## src/rtl/adc_regs_pkg.sv

```systemverilog
package adc_regs_pkg;
  localparam int RES_W    = 10;
  localparam int RES_LSB  = 6;
  localparam int CHN_W    = 3;
  localparam int CHN_LSB  = 24;
  localparam int CODE_W   = 3;
  localparam int TRIG_N   = (1 << CODE_W) - 2;
  localparam int DONE_BIT = 31;
  localparam int OVR_BIT  = 30;
  localparam int GIEN_BIT = 8;
  localparam int WR_W     = GIEN_BIT + 1;

  typedef struct packed {
    logic [CHN_W-1:0]  start_ch;
    logic              fall_edge;
    logic              burst;
    logic [CODE_W-1:0] code;
  } ctrl_t;

  function automatic logic [31:0] chan_word(logic done, logic ovr, logic [RES_W-1:0] res);
    logic [31:0] w;
    w = '0;
    w[DONE_BIT] = done;
    w[OVR_BIT]  = ovr;
    w[RES_LSB +: RES_W] = res;
    return w;
  endfunction

  function automatic logic [31:0] global_word(logic done, logic [CHN_W-1:0] chn,
                                              logic [RES_W-1:0] res);
    logic [31:0] w;
    w = '0;
    w[DONE_BIT] = done;
    w[CHN_LSB +: CHN_W] = chn;
    w[RES_LSB +: RES_W] = res;
    return w;
  endfunction

  function automatic logic edge_seen(logic prev, logic cur, logic fall);
    return fall ? (prev & ~cur) : (~prev & cur);
  endfunction
endpackage

```

## src/rtl/adc_trig_edge.sv

```systemverilog
module adc_trig_edge #(
  parameter int TRIG_N      = 6,
  parameter int SYNC_STAGES = 2
) (
  input  logic              clk,
  input  logic              rst_n,
  input  logic [TRIG_N-1:0] trig_in,
  input  logic              fall_sel,
  output logic [TRIG_N-1:0] edge_vec
);
  import adc_regs_pkg::*;

  logic [TRIG_N-1:0] stg [SYNC_STAGES];
  logic [TRIG_N-1:0] prev_q;

  always_ff @(posedge clk or negedge rst_n) begin
    if (!rst_n) begin
      for (int s = 0; s < SYNC_STAGES; s++) stg[s] <= '0;
      prev_q <= '0;
    end else begin
      stg[0] <= trig_in;
      for (int s = 1; s < SYNC_STAGES; s++) stg[s] <= stg[s-1];
      prev_q <= stg[SYNC_STAGES-1];
    end
  end

  always_comb begin
    for (int j = 0; j < TRIG_N; j++)
      edge_vec[j] = edge_seen(prev_q[j], stg[SYNC_STAGES-1][j], fall_sel);
  end
endmodule

```

## src/rtl/adc_chan_flags.sv

```systemverilog
module adc_chan_flags #(
  parameter int RES_W = 10
) (
  input  logic             clk,
  input  logic             rst_n,
  input  logic             cmpl,
  input  logic             rd_clr,
  input  logic             burst_on,
  input  logic [RES_W-1:0] res_in,
  output logic             done_q,
  output logic             ovr_q,
  output logic [RES_W-1:0] res_q
);
  always_ff @(posedge clk or negedge rst_n) begin
    if (!rst_n) begin
      done_q <= 1'b0;
      ovr_q  <= 1'b0;
      res_q  <= '0;
    end else if (cmpl) begin
      res_q  <= res_in;
      done_q <= 1'b1;
      ovr_q  <= ovr_q | (burst_on & done_q);
    end else if (rd_clr) begin
      done_q <= 1'b0;
      ovr_q  <= 1'b0;
    end
  end
endmodule

```

## src/rtl/adc_result_regs.sv

```systemverilog
module adc_result_regs
  import adc_regs_pkg::*;
#(
  parameter int NUM_CH      = 5,
  parameter int ADDR_W      = 4,
  parameter int SYNC_STAGES = 2
) (
  input  logic              clk,
  input  logic              rst_n,
  input  logic              bus_sel,
  input  logic              bus_wr,
  input  logic [ADDR_W-1:0] bus_addr,
  input  logic [WR_W-1:0]   bus_wdata,
  output logic [31:0]       bus_rdata,
  input  logic              done_vld,
  input  logic [CHN_W-1:0]  done_chan,
  input  logic [RES_W-1:0]  done_res,
  input  logic [TRIG_N-1:0] trig_in,
  output logic              start_req,
  output logic [CHN_W-1:0]  start_chan,
  output logic              irq
);
  localparam logic [ADDR_W-1:0] A_CTRL = ADDR_W'(0);
  localparam logic [ADDR_W-1:0] A_GLOB = ADDR_W'(1);
  localparam logic [ADDR_W-1:0] A_IEN  = ADDR_W'(2);
  localparam int CH_BASE = 4;
  localparam int CTRL_W  = $bits(ctrl_t);

  ctrl_t             ctrl_q;
  logic [NUM_CH-1:0] ien_ch;
  logic              gien;
  logic              wr_stb, rd_stb, glob_rd;

  logic [NUM_CH-1:0] cmpl_vec, ch_rd, ch_done, ch_ovr;
  logic [RES_W-1:0]  ch_res [NUM_CH];
  logic              cmpl_ok;

  logic              gdone;
  logic [CHN_W-1:0]  gchn;
  logic [RES_W-1:0]  gres;

  logic [TRIG_N-1:0] edge_vec;
  logic              sel_edge;

  assign wr_stb  = bus_sel & bus_wr;
  assign rd_stb  = bus_sel & ~bus_wr;
  assign glob_rd = rd_stb && (bus_addr == A_GLOB);

  // configuration registers
  always_ff @(posedge clk or negedge rst_n) begin
    if (!rst_n) begin
      ctrl_q <= '0;
      ien_ch <= '0;
      gien   <= 1'b1;
    end else if (wr_stb) begin
      if (bus_addr == A_CTRL) ctrl_q <= ctrl_t'(bus_wdata[CTRL_W-1:0]);
      if (bus_addr == A_IEN) begin
        ien_ch <= bus_wdata[NUM_CH-1:0];
        gien   <= bus_wdata[GIEN_BIT];
      end
    end
  end

  // per-channel result registers
  for (genvar k = 0; k < NUM_CH; k++) begin : g_ch
    assign cmpl_vec[k] = done_vld && (done_chan == CHN_W'(k));
    assign ch_rd[k]    = rd_stb && (bus_addr == ADDR_W'(CH_BASE + k));
    adc_chan_flags #(.RES_W(RES_W)) u_flags (
      .clk     (clk),
      .rst_n   (rst_n),
      .cmpl    (cmpl_vec[k]),
      .rd_clr  (ch_rd[k]),
      .burst_on(ctrl_q.burst),
      .res_in  (done_res),
      .done_q  (ch_done[k]),
      .ovr_q   (ch_ovr[k]),
      .res_q   (ch_res[k])
    );
  end

  assign cmpl_ok = |cmpl_vec;

  // global mirror
  always_ff @(posedge clk or negedge rst_n) begin
    if (!rst_n) begin
      gdone <= 1'b0;
      gchn  <= '0;
      gres  <= '0;
    end else if (cmpl_ok) begin
      gdone <= 1'b1;
      gchn  <= done_chan;
      gres  <= done_res;
    end else if (glob_rd) begin
      gdone <= 1'b0;
    end
  end

  // read mux
  always_comb begin
    bus_rdata = '0;
    if (bus_addr == A_CTRL) bus_rdata[CTRL_W-1:0] = ctrl_q;
    if (bus_addr == A_GLOB) bus_rdata = global_word(gdone, gchn, gres);
    if (bus_addr == A_IEN) begin
      bus_rdata[NUM_CH-1:0] = ien_ch;
      bus_rdata[GIEN_BIT]   = gien;
    end
    for (int k = 0; k < NUM_CH; k++)
      if (bus_addr == ADDR_W'(CH_BASE + k))
        bus_rdata = chan_word(ch_done[k], ch_ovr[k], ch_res[k]);
  end

  assign irq = (|(ch_done & ien_ch)) | (gien & gdone);

  // hardware trigger
  adc_trig_edge #(.TRIG_N(TRIG_N), .SYNC_STAGES(SYNC_STAGES)) u_trig (
    .clk     (clk),
    .rst_n   (rst_n),
    .trig_in (trig_in),
    .fall_sel(ctrl_q.fall_edge),
    .edge_vec(edge_vec)
  );

  always_comb begin
    sel_edge = 1'b0;
    for (int j = 0; j < TRIG_N; j++)
      if (ctrl_q.code == CODE_W'(j + 2)) sel_edge = edge_vec[j];
  end

  assign start_req  = ~ctrl_q.burst & sel_edge;
  assign start_chan = ctrl_q.start_ch;
endmodule

```

## config.mk

```make
export PLATFORM = sky130hd
export DESIGN_NAME = adc_result_regs
export DESIGN_NICKNAME = d
export VERILOG_FILES = /design/src/rtl/adc_regs_pkg.sv /design/src/rtl/adc_trig_edge.sv /design/src/rtl/adc_chan_flags.sv /design/src/rtl/adc_result_regs.sv
export SDC_FILE = /design/constraint.sdc
export NUM_CORES = 1
export LEC_CHECK = 0
export BUFFER_PORTS_ARGS = -buffer_cell sky130_fd_sc_hd__buf_2
export CORE_AREA = 2 2 119 150
export DETAILED_ROUTE_END_ITERATION = 10
export DIE_AREA = 0 0 121 152
export GPL_TIMING_DRIVEN = 1
export PLACE_DENSITY = 0.44
export REMOVE_ABC_BUFFERS = 1
export SETUP_SLACK_MARGIN = 0.1
export SLEW_MARGIN = 20
export SYNTH_ARGS = -nofsm -noshare
export SYNTH_HDL_FRONTEND = slang
export SYNTH_SLANG_ARGS = --single-unit
export TNS_END_PERCENT = 30
```

## constraint.sdc

```tcl
create_clock -name clk -period 2.1 [get_ports clk]
set_input_delay 0 -clock clk [delete_from_list [all_inputs] [get_ports clk]]
set_output_delay 0 -clock clk [all_outputs]
set_load 0.03 [all_outputs]
```

==> results of run 1 <==
worst paths after layout:
path,startpoint,to,slack [ns],cells past startpoint
min in group asynchronous,rst_n,start_chan[1],0.21,2
max in group asynchronous,rst_n,ctrl_q[4],1.16,3
worst min register to register,u_trig.stg[6],u_trig.stg[0],0.35,0
worst max-delay path,ctrl_q[0],start_req,0.26,4
worst max register to register,gchn[1],gchn[1],0.91,3
worst min-delay path,done_chan[1],gchn[2],0.08,4
layout make-up:
cell class,instances,share of cell area [%]
clock buffer,12,4.37
multi-input combinational,273,34.3
clock inverter,4,0.390
sequential,106,43.5
tap,224,4.60
timing repair buffer,108,12.3
inverter,8,0.493
cell usage in the layout (no fill, tap or decap), types with 3 or more instances in the layout:
| cell | n |
|---|---|
| a21oi_1 | 3 |
| inv_1 | 8 |
| and3_1 | 7 |
| a31oi_1 | 14 |
| o21a_1 | 3 |
| nand2b_1 | 7 |
| dfrtp_1 | 105 |
| buf_2 | 61 |
| clkbuf_8 | 3 |
| mux2_4 | 14 |
| conb_1 | 11 |
| nor2_1 | 24 |
| nand2_1 | 38 |
| nand3_1 | 4 |
| a22oi_1 | 5 |
| buf_4 | 14 |
| o21ai_0 | 21 |
| clkbuf_16 | 9 |
| nor2b_1 | 3 |
| dlygate4sd3_1 | 32 |
| mux2_2 | 60 |
| mux2i_1 | 9 |
| clkinv_2 | 3 |
| o211ai_1 | 10 |
power groups by stage:
stage | Clock, mW | Sequential [mW] | Combinational [mW]
final | 1.64 | 2.66 | 1.03
after global routing | 1.80 | 2.72 | 1.13
after CTS | 1.70 | 2.66 | 1.05
after detailed placement | 0 | 2.70 | 0.997
after global placement | 0 | 2.70 | 0.978
after floorplan | 0 | 2.63 | 0.678
flip-flops by register name, indices dropped and copies added (netlist names):
name                 flops
u_trig.prev_q            6
gdone                    1
g_ch.u_flags.ovr_q       5
ien_ch                   5
gchn                     3
g_ch.u_flags.done_q      5
u_trig.stg              12
gien                     1
g_ch.u_flags.res_q      50
gres                    10
start_chan               3
ctrl_q                   5
synthesized netlist by cell type (2+ instances only):
library cell and n:
nand4b_1 2, a311o_1 2, clkbuf_1 4, and3_1 7, o21ai_0 21, mux2i_1 9
o21a_1 3, a21o_1 2, nor2_1 24, a31o_2 2, nand2b_1 7, inv_1 8
nor2b_1 3, mux2_2 60, nand3_1 4, buf_6 4, nor3b_1 2, a21oi_1 3
buf_2 9, o211ai_1 10, dfrtp_1 105, o311ai_0 2, mux2_4 14, nand2_1 38
a31oi_1 14, buf_4 18, nand3b_1 2, nor2_2 2, a22oi_1 5, mux4_2 2
routing by layer:
metal  part of all wire [%]  track usage (%)  vias up
li1                       -                -     1643
met1                     45             19.1     1773
met3                    2.9             2.33       18
met2                     49             24.5       65
met4                    2.7             6.15        0
met5                      0                0        -
logic make-up after synthesis:
group / after synthesis / share of synthesized area [%]
other cells: 1 / 0.0753
simple gates: 104 / 10.8
buf+inv: 43 / 5.43
flops: 106 / 53.3
compound gates: 73 / 9.83
mux: 85 / 20.5
worst max-delay path: cells and delay by family (launching register included):
kind,cells,cell delay [ns]
buf+inv,1,0.22
flops,1,0.53
compound gates,2,0.59
simple gates,1,0.14
per-stage QoR:
step	area (um2)	power, mW
detailed placement	5490	3.70
floorplan	4770	3.31
finish	6100	5.34
CTS	6100	5.42
global placement	5490	3.67
global route	6100	5.65
==> results.cfg, run 1 <==
[run_status]
status = complete, no violations

[layout]
multi_input_area_um2 = 2090
post_route_cells_drive_above_1_share_pct = 35.2
area_growth_pct = 22.5
fillers = 1709
postLayoutCoreUtil_pct = 35.7
nNetsFinal = 543
ff_latch_area_um2 = 2650
diodes = 0
instances_no_fill = 735

[logic_synthesis]
synth_sequential_area_ratio_pct = 53.3
synth_cell_types = 54
yosys-top-cells-area = dfrtp_1, mux2_2, mux2_4
syn_avg_cell_area_um2 = 12.1
synth_top_flop_cell = dfrtp_1
syn-cell-area_um2 = 4980
yosys.area.top_type_share_pct = 52.8
synth-seq-cells = 106
yosysTopAreaCell = dfrtp_1
synthArstFlopShare_pct = 100
netlist_instances = 412
synth_edf_count = 0
ys_warn_count = 0

[placed_design]
dp.cells = 687
place_ws_ns = 0.422
dp_hpwl_um = 8870
place_congestion = 0.736
port_buffers = 62

[clock_network]
clock-sinks = 106
clockBufferDepth = 2
cts-hold-fix-buffers = 32
clockRootBuffer = clkbuf_16
cts_made_buffers = 9
cts_setup_buffers = 0
htree_levels = 3
clk_latency_ns = 0.35
postCtsResizedCells = 0
tritoncts = done
path_clk_slew_ns = 0.07

[hold_path]
hp-class = primary input to register

[floorplanning]
initial_utilization_pct = 29.1
die-area_um2 = 18400
ios = 74
design.core.area_um2 = 17100
dieHeight_um = 152
rows = 54
die_w_um = 121

[routing]
viasPerCell = 4.76
drcViolationCount = 0
drt_wl_total_um = 13000
firstDrtPassIters = 4
first_iter_violations = 133
ant_nets = 0
vias = 3499
drt-wirelength-per-cell_um = 17.6

[global_route]
grt_start_max_net_pins = 44
grt_pass1_wl_um = 20900
track_usage_pct = 14.8
grt-ovfl-total = 0
grt_antenna_before_repair = 0
grt_pass1_vias = 3685

[timing]
holdWs_ns = 0.0799
slew_violations = 0
worst_slew_pin_slew_ns = 0.727
fin_skew_ns = 0.00325
post-route-min-period_ns = 1.84
relSlewSlack_pct = 51.5
finalSetupTns_ns = 0
post-route-period-util_pct = 87.6
setup_slack_ns = 0.261
hold_viol = 0
fmax_mhz = 544
setup_viol_count_final = 0
rsz0062_at_grt = false

[worst_setup_path]
worstSetupPathType = register to output port
crit_fanout = 14
cp_cell_sequence = o311ai_0 -> nand4b_1 -> a31oi_1 -> buf_2
cp_data_required_time_ns = 2.10
slowest_delay_ns = 0.53
cp-start-kind = register
end_kind = output port
cp_slowest_cell = dfrtp_1
critPathArrivalTime_ns = 1.84

[run]
maxCapViolCount = 0

[power_and_ir_drop]
p_int_mw = 3.84
p_leak_nw = 2.74
combPwrFrac_pct = 19.3
ir_drop_v = 0.000364
pwr-share-clk_pct = 30.8
power.switching_mw = 1.50
power_density_nw_per_um2 = 876
p_sw_share_pct = 28.1
power_frac_seq_pct = 49.9
(Power assumes the default switching activity.)
==> run 2, diff against run 1 <==
Settings changed: CORE_AREA 2 2 119 150 to 2 2 126 141, DIE_AREA 0 0 121 152 to 0 0 128 143.
==> run 2 against run 1 <==
Largest power group unchanged. Clock skew is essentially flat. Count of clock-buffer cells in the layout shrank 2. Combinational power is essentially flat. Flip-flop and latch count is the same.
==> results.cfg, run 2 (synthesis gave the netlist of run 1 again) <==
[routing]
drt-wirelength-per-cell_um = 17.7
vias = 3462
viasPerCell = 4.83
drt_wl_total_um = 12700
first_iter_violations = 187
firstDrtPassIters = 4
drcViolationCount = 0
ant_nets = 0

[layout]
mostFrequentLayoutCells = dfrtp_1, buf_2, mux2_2
area_growth_pct = 21.7
post_route_cells_drive_above_1_share_pct = 35.0
largest_reg_flops = 50
fin_area_um2 = 6060
fillers = 1691
reg_top3 = g_ch.u_flags.res_q (50), u_trig.stg (12), gres (10)
regMostFlops = g_ch.u_flags.res_q
final_common_cell = dfrtp_1
nNetsFinal = 541
diodes = 0

[timing]
setup_viol_count_final = 0
post-route-period-util_pct = 87.3
finalSetupTns_ns = 0
fin_skew_ns = 0.00322
slew_violations = 0
worst_slew_pin_slew_ns = 0.774
fmax_mhz = 545
post-route-min-period_ns = 1.83
holdWs_ns = 0.0606
relSlewSlack_pct = 48.4
hold_viol = 0
rsz0062_at_grt = false

[placed_design]
placed_area_um2 = 5470
place_congestion = 0.774
dp_hpwl_um = 8570
port_buffers = 62

[worst_setup_path]
crit_fanout = 14
cp-start-kind = register
worstSetupPathType = register to output port
slowest_delay_ns = 0.54
critPathArrivalTime_ns = 1.83
cp_slowest_cell = dfrtp_1
cp_top_family = compound AO/OA/AOI/OAI gates
end_kind = output port
cp_num_buf_inv = 1
cp_data_required_time_ns = 2.10
cp_cell_sequence = o311ai_0 -> nand4b_1 -> a31oi_1 -> buf_2

[global_route]
track_usage_pct = 14.7
grt-ovfl-total = 0
grt_pass1_vias = 3646
grt_antenna_before_repair = 0
grt_pass1_wl_um = 20500
grt_start_max_net_pins = 56

[run_status]
status = complete, no violations

[clock_network]
htree_levels = 3
clock-sinks = 106
cts_made_buffers = 9
clockRootBuffer = clkbuf_16
cts_setup_buffers = 0
clk_latency_ns = 0.35
tritoncts = done
path_clk_slew_ns = 0.08
clockBufferDepth = 2

[floorplanning]
initial_utilization_pct = 29.7
dieHeight_um = 143
die_w_um = 128
design.core.area_um2 = 16800
ios = 74
die-area_um2 = 18300
rows = 50

[power_and_ir_drop]
power_density_nw_per_um2 = 877
power.total_mw = 5.31
p_leak_nw = 2.72
ir_drop_v = 0.000409

[run]
maxCapViolCount = 0

[hold_path]
hp-class = primary input to async pin
## run 2: cell types whose count changed in the layout (fill, tap and decap cells not counted), sizes merged
| cell | delta |
|---|---|
| clkbuf | -2 |
| inv | +2 |
| buf | -1 |
| dlygate4sd3 | -1 |
## run 2: cell type report
class	count	area [um2]	area share, %
clock buffer	10	229	3.78
clock inverter	6	48.8	0.805
inverter	8	30.0	0.496
multi-input combinational	273	2090	34.5
sequential	106	2650	43.8
tap	208	260	4.30
timing repair buffer	106	746	12.3
## run 2: path summary, 6_finish.rpt
path                                from                  endpoint  slack (ns)  cells past startpoint
setup / recovery               ctrl_q[0]                 start_req        0.27                      4
hold / removal                     rst_n             u_trig.stg[8]        0.06                      2
setup reg to reg                 gchn[0]                   gchn[0]        0.90                      3
hold reg to reg            u_trig.stg[7]             u_trig.stg[1]        0.35                      0
max in group asynchronous          rst_n  g_ch[1].u_flags.res_q[1]        1.31                      3
min in group clk            done_chan[1]                   gchn[2]        0.09                      4
## run 2: per-stage QoR
step | cells | worst slack, ns | utilization [%]
finish | 717 | 0.266 | 36.1
detailed placement | 670 | 0.448 | 32.6
global placement | 670 | 0.467 | 32.6
floorplan | 387 | 0.585 | -
CTS | 717 | 0.246 | 36.1
global route | 717 | 0.112 | 36.1
## run 2: report_power, final
part	total (mW)	switching [mW]	internal, mW	leakage, nW
clock network	1.62	0.799	0.821	0.138
registers	2.66	0.252	2.41	1.27
logic	1.03	0.500	0.533	1.32
## run 2: routing by layer
layer	up-vias	part of all wire (%)	GRT usage, %
li1	1642	-	-
met1	1742	48	19.8
met2	63	47	23.8
met3	15	3.2	3.37
met4	0	1.7	3.93
met5	-	0	0
## run 2: what timing repair did
item / CTS / global route
resized for setup: 0 / 0
hold buffers: 31 / 0
endpoints found under the hold margin: 188 / 0
==> run 3, diff against run 2 <==
Settings changed: RECOVER_POWER set to 50.
==> run 3 against run 2 <==
Worst setup slack better by 0.00059 ns. Register-to-register slack is essentially flat. Global-route usage did not move. Die area unchanged. Via count about the same. First-iteration DRC count is the same. Routed wire length rose by 0.21%. Critical path type unchanged. Clock power hardly changed. Largest power group unchanged. Clock skew barely moved. Sequential share of layout area hardly changed.
==> results.cfg, run 3 (synthesis gave the netlist of run 1 again) <==
[run_status]
status = complete, no violations

[floorplanning]
initial_utilization_pct = 29.7
ios = 74
rows = 50
dieHeight_um = 143
die_w_um = 128
design.core.area_um2 = 16800
die-area_um2 = 18300

[power_and_ir_drop]
ir_drop_v = 0.000408
p_leak_nw = 2.72
combPwrFrac_pct = 19.4
p_sw_share_pct = 29.2
power_frac_seq_pct = 50.1
pwr-share-clk_pct = 30.5
power.switching_mw = 1.55
power_density_nw_per_um2 = 877
power.total_mw = 5.31
p_int_mw = 3.76

[global_route]
grt_pass1_wl_um = 20500
grt-ovfl-total = 0
grt_antenna_before_repair = 0
grt_start_max_net_pins = 56
track_usage_pct = 14.7
grt_pass1_vias = 3646

[routing]
drt-wirelength-per-cell_um = 17.7
viasPerCell = 4.83
first_iter_violations = 187
drcViolationCount = 0
firstDrtPassIters = 4
ant_nets = 0
vias = 3464
drt_wl_total_um = 12700

[clock_network]
clockRootBuffer = clkbuf_16
cts_setup_buffers = 0
cts_made_buffers = 9
postCtsResizedCells = 0
htree_levels = 3
path_clk_slew_ns = 0.08
clock-sinks = 106
tritoncts = done
clockBufferDepth = 2
cts-hold-fix-buffers = 31
clk_latency_ns = 0.35

[worst_setup_path]
cp_data_required_time_ns = 2.10
crit_fanout = 14
critPathArrivalTime_ns = 1.83
cp_slowest_cell = dfrtp_1
setup.worst_path.start = ctrl_q[0]
r2r-start = gchn[0]
cp_cell_sequence = o311ai_0 -> nand4b_1 -> a31oi_1 -> buf_2
end_kind = output port
worstSetupPathType = register to output port
rr_worst_depth = 3
slowest_delay_ns = 0.54
cp-start-kind = register

[layout]
diodes = 0
postLayoutCoreUtil_pct = 36.1
regMostFlops = g_ch.u_flags.res_q
fin_area_um2 = 6050
post_route_cells_drive_above_1_share_pct = 34.6
mostFrequentLayoutCells = dfrtp_1, mux2_2, buf_2
nNetsFinal = 541
area_growth_pct = 21.6
reg_top3 = g_ch.u_flags.res_q (50), u_trig.stg (12), gres (10)
instances_no_fill = 717
largest_reg_flops = 50
final_common_cell = dfrtp_1

[run]
maxCapViolCount = 0

[placed_design]
place_congestion = 0.774
placed_area_um2 = 5470
port_buffers = 62
dp_hpwl_um = 8570
dp.cells = 670

[timing]
worst_slew_pin_slew_ns = 1.17
finalSetupTns_ns = 0
relSlewSlack_pct = 22.0
setup_viol_count_final = 0
fin_skew_ns = 0.00322
slew_violations = 0
post-route-min-period_ns = 1.83
fmax_mhz = 546
rsz0062_at_grt = false
hold_viol = 0
post-route-period-util_pct = 87.3

[hold_path]
worstHoldStart = done_chan[1]
holdPathStages = 4
hp-class = primary input to register
## run 3: cell count changes in the layout (fill, tap and decap cells not counted)
cell	delta
buf_2	-1
clkbuf_1	+2
buf_4	-2
clkbuf_4	+1
## run 3: power by group through the flow
| stage | combinational, mW | sequential, mW | clock [mW] |
|---|---|---|---|
| after floorplan | 0.678 | 2.63 | 0 |
| after detailed placement | 0.996 | 2.70 | 0 |
| after global routing | 1.14 | 2.71 | 1.76 |
| final | 1.03 | 2.66 | 1.62 |
| after global placement | 0.978 | 2.69 | 0 |
| after CTS | 1.05 | 2.66 | 1.67 |
## run 3: cell type report
type                    count  area, um2
fillers                  1692      10700
repair buffers            106        741
well taps                 208        260
clock inverters             6       48.8
flip-flops and latches    106       2650
inverters                   8       30.0
multi-input cells         273       2090
clock buffers              10        229
## run 3: layer usage
layer,wire length [um],track usage (%),part of all wire [%],vias up
li1,-,-,-,1642
met1,6160,19.8,49,1748
met2,5930,23.8,47,60
met3,390,3.37,3.1,14
met4,204,3.93,1.6,0
met5,0,0,0,-
## run 3: worst paths after layout
| path | to | slack [ns] |
|---|---|---|
| setup / recovery | start_req | 0.27 |
| hold / removal | gchn[2] | 0.09 |
| setup reg to reg | gchn[0] | 0.90 |
| hold reg to reg | u_trig.stg[1] | 0.35 |
| max in group asynchronous | g_ch[1].u_flags.res_q[1] | 0.52 |
| min in group asynchronous | u_trig.stg[8] | 0.39 |
## run 3: critical path: cells and delay by family, from the launching register on
family / cells / cell delay (ns)
and+or+nand+nor: 1 / 0.14
DFF: 1 / 0.54
buffers and inverters: 1 / 0.22
AOI/OAI and AO/OA: 2 / 0.57
## run 3: through the flow
| stage | setup WS (ns) | hold slack [ns] |
|---|---|---|
| floorplan | 0.585 | -0.296 |
| global placement | 0.467 | -0.101 |
| detailed placement | 0.448 | -0.0950 |
| CTS | 0.246 | 0.0674 |
| global route | 0.112 | 0.133 |
| finish | 0.267 | 0.0897 |
